$ cat src/rtl/hp_port_pkg.sv
package hp_port_pkg;
  localparam int REG_IDX_W = 2;
  localparam int NUM_REGS  = 4;

  localparam logic [REG_IDX_W-1:0] REG_MODE  = 2'd0;
  localparam logic [REG_IDX_W-1:0] REG_CTRL  = 2'd1;
  localparam logic [REG_IDX_W-1:0] REG_ALIGN = 2'd2;
  localparam logic [REG_IDX_W-1:0] REG_OFFS  = 2'd3;

  typedef enum logic [1:0] {
    BUS_SPLIT = 2'd0,
    BUS_MUX_S1 = 2'd1,
    BUS_MUX_S2 = 2'd2
  } bus_style_e;
endpackage

$ cat src/rtl/hp_in_stage.sv
module hp_in_stage
  import hp_port_pkg::*;
#(
  parameter int AW = 8,
  parameter int BW = 8
) (
  input  logic            clk_i,
  input  logic            rst_ni,
  input  logic            mux_i,
  input  logic            cs_ni,
  input  logic            ds_rd_i,
  input  logic            rw_wr_i,
  input  logic            ale_i,
  input  logic [AW-1:0]   addr_i,
  input  logic [BW-1:0]   ad_i,
  input  logic [BW-1:0]   dhi_i,
  output logic            act_o,
  output logic            rd_o,
  output logic [AW-1:0]   addr_o,
  output logic [2*BW-1:0] wdata_o,
  output logic            tmode_o
);
  logic          mux_q, cs_q, ds_q, rw_q, ale_q, ale_d_q;
  logic [AW-1:0] addr_q, madr_q, madr_d;
  logic [BW-1:0] ad_q, dhi_q;
  logic          tm_q, tm_d;
  logic          ale_rise;
  bus_style_e    style;

  always_ff @(posedge clk_i or negedge rst_ni) begin
    if (!rst_ni) begin
      mux_q   <= 1'b0;
      cs_q    <= 1'b1;
      ds_q    <= 1'b1;
      rw_q    <= 1'b1;
      ale_q   <= 1'b0;
      ale_d_q <= 1'b0;
      addr_q  <= '0;
      ad_q    <= '0;
      dhi_q   <= '0;
      madr_q  <= '0;
      tm_q    <= 1'b0;
    end else begin
      mux_q   <= mux_i;
      cs_q    <= cs_ni;
      ds_q    <= ds_rd_i;
      rw_q    <= rw_wr_i;
      ale_q   <= ale_i;
      ale_d_q <= ale_q;
      addr_q  <= addr_i;
      ad_q    <= ad_i;
      dhi_q   <= dhi_i;
      madr_q  <= madr_d;
      tm_q    <= tm_d;
    end
  end

  always_comb begin
    if (!mux_q)     style = BUS_SPLIT;
    else if (!tm_q) style = BUS_MUX_S1;
    else            style = BUS_MUX_S2;
  end

  always_comb begin
    act_o = 1'b0;
    rd_o  = 1'b1;
    unique case (style)
      BUS_SPLIT: begin
        act_o = !cs_q && !ds_q;
        rd_o  = rw_q;
      end
      BUS_MUX_S1: begin
        act_o = !cs_q && ds_q;
        rd_o  = rw_q;
      end
      default: begin
        act_o = !cs_q && (!ds_q || !rw_q);
        rd_o  = !ds_q;
      end
    endcase
  end

  assign ale_rise = ale_q && !ale_d_q;
  assign madr_d   = ale_rise ? AW'(ad_q) : madr_q;
  assign tm_d     = (ale_rise && !act_o) ? ds_q : tm_q;

  assign addr_o  = mux_q ? madr_q : addr_q;
  assign wdata_o = {dhi_q, ad_q};
  assign tmode_o = tm_q;
endmodule

$ cat src/rtl/hp_ack_timer.sv
module hp_ack_timer #(
  parameter int LAT = 2
) (
  input  logic clk_i,
  input  logic rst_ni,
  input  logic act_i,
  output logic start_o,
  output logic fire_o,
  output logic ack_o
);
  localparam int CW = $clog2(LAT + 1);

  logic [CW-1:0] cnt_q, cnt_d;

  always_comb begin
    if (!act_i)                 cnt_d = '0;
    else if (cnt_q < CW'(LAT))  cnt_d = cnt_q + 1'b1;
    else                        cnt_d = cnt_q;
  end

  always_ff @(posedge clk_i or negedge rst_ni) begin
    if (!rst_ni) cnt_q <= '0;
    else         cnt_q <= cnt_d;
  end

  assign start_o = act_i && (cnt_q == '0);
  assign fire_o  = act_i && (cnt_q == CW'(LAT - 1));
  assign ack_o   = act_i && (cnt_q == CW'(LAT));
endmodule

$ cat src/rtl/hp_decode.sv
module hp_decode
  import hp_port_pkg::*;
#(
  parameter int AW = 8
) (
  input  logic [AW-1:0]        addr_i,
  output logic                 reg_hit_o,
  output logic [REG_IDX_W-1:0] reg_idx_o,
  output logic                 mem_hit_o,
  output logic [AW-4:0]        chan_o
);
  assign reg_hit_o = !addr_i[AW-1] && (addr_i[AW-2:0] < (AW-1)'(NUM_REGS));
  assign reg_idx_o = addr_i[REG_IDX_W-1:0];
  assign mem_hit_o = addr_i[AW-1] && (addr_i[AW-2:AW-3] == 2'b00);
  assign chan_o    = addr_i[AW-4:0];
endmodule

$ cat src/rtl/hp_port.sv
module hp_port
  import hp_port_pkg::*;
#(
  parameter int AW      = 8,
  parameter int BW      = 8,
  parameter int STW     = 4,
  parameter int ACK_LAT = 2
) (
  input  logic                 clk_i,
  input  logic                 rst_ni,
  input  logic                 bus_mux_i,
  input  logic                 cs_ni,
  input  logic                 ds_rd_i,
  input  logic                 rw_wr_i,
  input  logic                 ale_i,
  input  logic [AW-1:0]        addr_i,
  input  logic [BW-1:0]        ad_i,
  input  logic [BW-1:0]        dhi_i,
  output logic                 ack_o,
  output logic                 tmode_o,
  output logic                 reg_wr_o,
  output logic                 reg_rd_o,
  output logic [REG_IDX_W-1:0] reg_idx_o,
  output logic                 mem_req_o,
  output logic                 mem_we_o,
  output logic                 mem_sel_o,
  output logic [STW-1:0]       mem_stream_o,
  output logic [AW-4:0]        mem_chan_o,
  output logic [2*BW-1:0]      wdata_o
);
  localparam int DW  = 2 * BW;
  localparam int CHW = AW - 3;

  logic [1:0]           rst_sync_q;
  logic                 rst_n;
  logic                 act, in_rd, start, fire;
  logic [AW-1:0]        in_addr, acc_addr_q, eff_addr;
  logic [DW-1:0]        in_wdata;
  logic                 acc_rd_q, eff_rd;
  logic                 reg_hit, mem_hit;
  logic [REG_IDX_W-1:0] dec_idx;
  logic [CHW-1:0]       dec_chan;
  logic                 reg_wr_d, reg_rd_d, mem_req_d, ctl_en;
  logic                 sel_q;
  logic [STW-1:0]       stream_q;

  always_ff @(posedge clk_i or negedge rst_ni) begin
    if (!rst_ni) rst_sync_q <= '0;
    else         rst_sync_q <= {rst_sync_q[0], 1'b1};
  end
  assign rst_n = rst_sync_q[1];

  hp_in_stage #(.AW(AW), .BW(BW)) u_in (
    .clk_i   (clk_i),
    .rst_ni  (rst_n),
    .mux_i   (bus_mux_i),
    .cs_ni   (cs_ni),
    .ds_rd_i (ds_rd_i),
    .rw_wr_i (rw_wr_i),
    .ale_i   (ale_i),
    .addr_i  (addr_i),
    .ad_i    (ad_i),
    .dhi_i   (dhi_i),
    .act_o   (act),
    .rd_o    (in_rd),
    .addr_o  (in_addr),
    .wdata_o (in_wdata),
    .tmode_o (tmode_o)
  );

  hp_ack_timer #(.LAT(ACK_LAT)) u_tmr (
    .clk_i   (clk_i),
    .rst_ni  (rst_n),
    .act_i   (act),
    .start_o (start),
    .fire_o  (fire),
    .ack_o   (ack_o)
  );

  // access fields frozen at the first active cycle
  always_ff @(posedge clk_i or negedge rst_n) begin
    if (!rst_n) begin
      acc_addr_q <= '0;
      acc_rd_q   <= 1'b1;
    end else if (start) begin
      acc_addr_q <= in_addr;
      acc_rd_q   <= in_rd;
    end
  end

  assign eff_addr = start ? in_addr : acc_addr_q;
  assign eff_rd   = start ? in_rd   : acc_rd_q;

  hp_decode #(.AW(AW)) u_dec (
    .addr_i    (eff_addr),
    .reg_hit_o (reg_hit),
    .reg_idx_o (dec_idx),
    .mem_hit_o (mem_hit),
    .chan_o    (dec_chan)
  );

  always_comb begin
    reg_rd_d  = fire && reg_hit && eff_rd;
    reg_wr_d  = fire && reg_hit && !eff_rd && (dec_idx != REG_ALIGN);
    mem_req_d = fire && mem_hit && (eff_rd || !sel_q);
    ctl_en    = reg_wr_d && (dec_idx == REG_CTRL);
  end

  always_ff @(posedge clk_i or negedge rst_n) begin
    if (!rst_n) begin
      reg_wr_o  <= 1'b0;
      reg_rd_o  <= 1'b0;
      mem_req_o <= 1'b0;
    end else begin
      reg_wr_o  <= reg_wr_d;
      reg_rd_o  <= reg_rd_d;
      mem_req_o <= mem_req_d;
    end
  end

  always_ff @(posedge clk_i or negedge rst_n) begin
    if (!rst_n) begin
      reg_idx_o    <= '0;
      mem_we_o     <= 1'b0;
      mem_sel_o    <= 1'b0;
      mem_stream_o <= '0;
      mem_chan_o   <= '0;
      wdata_o      <= '0;
    end else if (fire) begin
      reg_idx_o    <= dec_idx;
      mem_we_o     <= !eff_rd;
      mem_sel_o    <= sel_q;
      mem_stream_o <= stream_q;
      mem_chan_o   <= dec_chan;
      wdata_o      <= in_wdata;
    end
  end

  always_ff @(posedge clk_i or negedge rst_n) begin
    if (!rst_n) begin
      sel_q    <= 1'b0;
      stream_q <= '0;
    end else if (ctl_en) begin
      sel_q    <= in_wdata[STW];
      stream_q <= in_wdata[STW-1:0];
    end
  end
endmodule

$ cat config.mk
export PLATFORM = sky130hd
export DESIGN_NAME = hp_port
export DESIGN_NICKNAME = d
export VERILOG_FILES = /design/src/rtl/hp_port_pkg.sv /design/src/rtl/hp_in_stage.sv /design/src/rtl/hp_ack_timer.sv /design/src/rtl/hp_decode.sv /design/src/rtl/hp_port.sv
export SDC_FILE = /design/constraint.sdc
export NUM_CORES = 1
export LEC_CHECK = 0
export CORE_MARGIN = 2
export CORE_UTILIZATION = 51
export DETAILED_ROUTE_END_ITERATION = 12
export PLACE_DENSITY = 0.75
export SYNTH_ARGS = -nofsm -noshare
export SYNTH_HDL_FRONTEND = slang
export SYNTH_SLANG_ARGS = --single-unit
$ cat constraint.sdc
create_clock -name clk_i -period 3.7 [get_ports clk_i]
set_clock_uncertainty 0.15 [all_clocks]
set_input_delay 0.555 -clock clk_i [delete_from_list [all_inputs] [get_ports clk_i]]
set_output_delay 0.555 -clock clk_i [all_outputs]
set_load 0.01 [all_outputs]
==> results.md <==
- At the end of the flow the core is filled with cells to 66.8%.
- The relative slew slack is 30.3%.
- The floorplan step defined a die boundary enclosing 6990 um^2.
- The combinational fraction of design power is 25.0%.
- IR analysis of the VDD net gives a maximum drop of 371 uV.
- For this run, the detailed router's first-pass iteration total came to 4.
- The clock sink count is 87.
- Dividing the detail-routed wire length by the instance count gives 15.4 um.
- Relative to the synthesized area, the layout overhead comes to 28.9%.
- The area share of the largest cell type after synthesis is 64.3%.
- The count of pins over their slew limit is 0.
- The clock latency on the worst-skew pair is 0.35 ns.
- The number of buffers created by CTS is 9.
- The flow ran to the end, and the final reports show no timing, DRC or antenna violations.
- The most critical setup path has its startpoint at u_in.tmode_o$_DFFE_PN0P_.
- The kind of start point of the critical path is a flop.
- For flop-to-flop paths, the worst setup slack is 0.68 ns.
- Of the total power, the clock network draws 26.9%.
- The number of core rows is 29.
- The total setup buffers inserted after CTS is 0.
- The sort of element at the end of the critical path is an output pin.
- Following the worst setup path forward leads to its endpoint at ack_o.
- The number of nets still failing antenna checks after routing is 0.
- TritonCTS built the clock tree.
- In this run, the number of DRC markers left after iteration 0 of detailed routing was 146.
- The via count of the first global-routing pass came to 2,063.
- The final RePlAce weighted congestion is 0.761.
- The static power due to leakage is 0.00181 uW.
- The number of buffers inserted by port buffering is 64.
- During I/O placement, the number of pins put on the boundary was 65.
- The number of nets handed over by synthesis was 248.
- The part of the power in registers is 48.1%.
- Entering global routing, the biggest net connects 86 pins.
- The critical path arrival is 2.33 ns.
- The classification of the worst-slack hold path is primary input to asynchronous set/reset pin.
- The number of failing hold endpoints at the final stage is 0.
- The sum of negative setup slack is 0 ns.
- The total of cells resized after clock tree synthesis is 0.
- Using the TritonRoute via totals, the vias-per-cell ratio works out to 5.14.
- The count of hold-fix buffers inserted at cts is 0.
- 0 antenna diodes ended up in the layout.
- The number of design rule violations left after detail routing is 0.
- The number of H-tree levels is 3.
- The detailed placement HPWL is 3880 um.
- The startpoint identified for the worst register-to-register timing path is u_in.tmode_o$_DFFE_PN0P_.
- By startpoint and endpoint, the worst setup path is classified as flop to output pin.
- The setup violation total in the final timing report is 0.
- The dominant synthesized flop cell is dfrtp_1.
- The share of the cycle needed by the critical path after routing is 82.1%.
- The global-route wire length before repair is 9910 um.
- The maximum clock path buffer count is 2.
- Counting flops and latches in the post-synthesis netlist gives 87.
- Averaged over all synthesized cells, the footprint is 15.1 um^2.
- The CTS clock-pin slew for the worst setup and hold paths is 0.09 ns.
- The placeable core area is 6240 um^2.
- The area of the mapped netlist is 3230 um^2.
- The number of cells on the worst reg-to-reg path is 7.
- For this design the ratio of total power to cell area is 635 nW/um^2.
- The detailed router placed 1,875 vias in this run.
- The synthesized design contains 0 enable-type register cells.
- By count the netlist is led by dfrtp_1 (83), mux2_2 (37), nor2_1 (15).
- dfrtp_1 is the most common cell in the netlist.
- The tree is rooted in a clkbuf_8.
- Data on the critical path is required at its endpoint by 2.99 ns.
- Setup repair after global routing left no endpoint under its margin.
- The starting density of the core is 51.8%.
- The number of nets in the layout is 317.
- The minimum clock period is 3.04 ns.
- In this run the vertical extent of the chip is 83.6 um.
- The overall fraction of global-route tracks in use is 18.3%.
- Of all flip-flops after synthesis, the portion carrying an async set or reset was 100%.
- The endpoint of the most critical register-to-register path is stream_q[0]$_DFFE_PN0P_.
- For this run, the top clock speed supported by timing is 329 MHz.
- After technology mapping, the gate count stands at 214.
- The pin slew with the least headroom to its limit is 1.05 ns.
- The global-route congestion overflow total is 0.
- For this design the total switching power over the nets is 701 uW.
- Counting distinct cell types in the post-synthesis netlist gives 34.
- In this run the worst path has a maximum fanout of 6.
- The total of max-cap violations is 0.
- In this run the horizontal extent of the chip is 83.6 um.
- The total wire length is 5630 um.
- By area the synthesized netlist is led by dfrtp_1 (64%), mux2_2 (13%), dfstp_2 (3.3%).
- The internal power contribution is 1940 uW.
- The number of warnings printed during yosys synthesis is 0.
- The biggest area contributor in the post-synthesis netlist is dfrtp_1.
- The number of antenna violations at the first check in global routing is 0.
- Sequential elements use 67.5% of the synthesized area.
- The switching part of the total power is 26.5%.
- The share of layout cells above drive strength 1 is 24.3%.
==> power by group through the flow <==
stage / combinational (uW) / sequential [uW] / clock [uW]
floorplan: 270 / 1330 / 0
global placement: 657 / 1290 / 0
detailed placement: 668 / 1290 / 0
CTS: 671 / 1280 / 732
global route: 716 / 1300 / 779
finish: 661 / 1270 / 712
==> cells in the final DEF, fill, tap and decap left out, types with 2 or more instances in the layout <==
master / Yosys / final
mux2i_1: 9 / 9
and2_1: 2 / 2
mux2_2: 37 / 37
mux2_4: 5 / 5
nand2_1: 6 / 6
a21oi_1: 8 / 8
clkdlybuf4s50_1: 0 / 64
nor2_1: 15 / 15
dfstp_2: 4 / 4
buf_4: 2 / 3
clkinv_4: 0 / 2
nor3_1: 5 / 5
inv_1: 6 / 6
dfrtp_1: 83 / 82
bufinv_16: 0 / 2
nor3b_1: 3 / 3
nand2b_1: 2 / 2
ha_1: 3 / 3
clkbuf_8: 0 / 9
a2111oi_4: 2 / 2
a211oi_1: 2 / 2
==> through the flow <==
step / instances / worst slack (ns) / hold slack (ns) / area [um^2] / total power, uW
after global routing: 365 / 0.434 / 0.194 / 4170 / 2800
after floorplan: 214 / 0.954 / 0.109 / 3230 / 1600
after global placement: 349 / 0.763 / 0.190 / 3950 / 1940
final: 365 / 0.662 / 0.205 / 4170 / 2640
after CTS: 365 / 0.666 / 0.194 / 4170 / 2680
after detailed placement: 349 / 0.697 / 0.194 / 3950 / 1960
==> routing by layer <==
metal | vias up | track usage, % | part of all wire (%)
met4 | 0 | 6.60 | 1.6
li1 | 869 | - | -
met5 | - | 0 | 0
met3 | 10 | 5.44 | 4.3
met2 | 48 | 28.4 | 49
met1 | 948 | 24.7 | 46
==> how the worst min path moves through the flow <==
stage / endpoint / startpoint / slack (ns)
2_1_floorplan: rst_sync_q[0]$_DFF_PN0_ / rst_ni / 0.11
3_3_place_gp: rst_sync_q[1]$_DFF_PN0_ / rst_sync_q[0]$_DFF_PN0_ / 0.19
3_5_place_dp: rst_sync_q[1]$_DFF_PN0_ / rst_sync_q[0]$_DFF_PN0_ / 0.19
4_1_cts: rst_sync_q[1]$_DFF_PN0_ / rst_ni / 0.19
5_1_grt: rst_sync_q[1]$_DFF_PN0_ / rst_ni / 0.19
6_report: rst_sync_q[1]$_DFF_PN0_ / rst_ni / 0.20
==> worst max-delay path, cell delays in order (launching register included) <==
cell and delay (ns):
dfrtp_1 0.43, a21bo_2 0.26, a211oi_1 0.56, and2_1 0.22, clkdlybuf4s50_1 0.53
==> layout make-up <==
| class | instances | area, um^2 |
|---|---|---|
| Sequential cell | 87 | 2190 |
| Inverter | 6 | 22.5 |
| Clock buffer | 10 | 128 |
| Multi-Input combinational cell | 112 | 977 |
| Timing Repair Buffer | 67 | 663 |
| Tap cell | 77 | 96.3 |
| Fill cell | 476 | 2070 |
| Clock inverter | 6 | 93.8 |
==> cells by family (layout without fill, tap and decap cells) <==
kind of cell    count (synthesis)  after routing  synth area share (%)
compound gates                 20             20                  5.30
other cells                     1              1                 0.116
simple gates                   36             36                  5.38
mux                            51             51                  18.0
fa+ha+maj                       3              3                  1.16
buf+inv                        15             89                  2.25
flops                          87             87                  67.5
xor+xnor                        1              1                 0.271
==> state kept, by name, summed over array words and instances (netlist names), 2 cells and up <==
name	cells
u_in.addr_q	8
u_tmr.cnt_q	2
u_in.madr_q	8
u_in.dhi_q	8
acc_addr_q	8
rst_sync_q	2
mem_stream_o	4
stream_q	4
wdata_o	16
mem_chan_o	4
u_in.ad_q	8
Power figures use the tool's default switching activity.
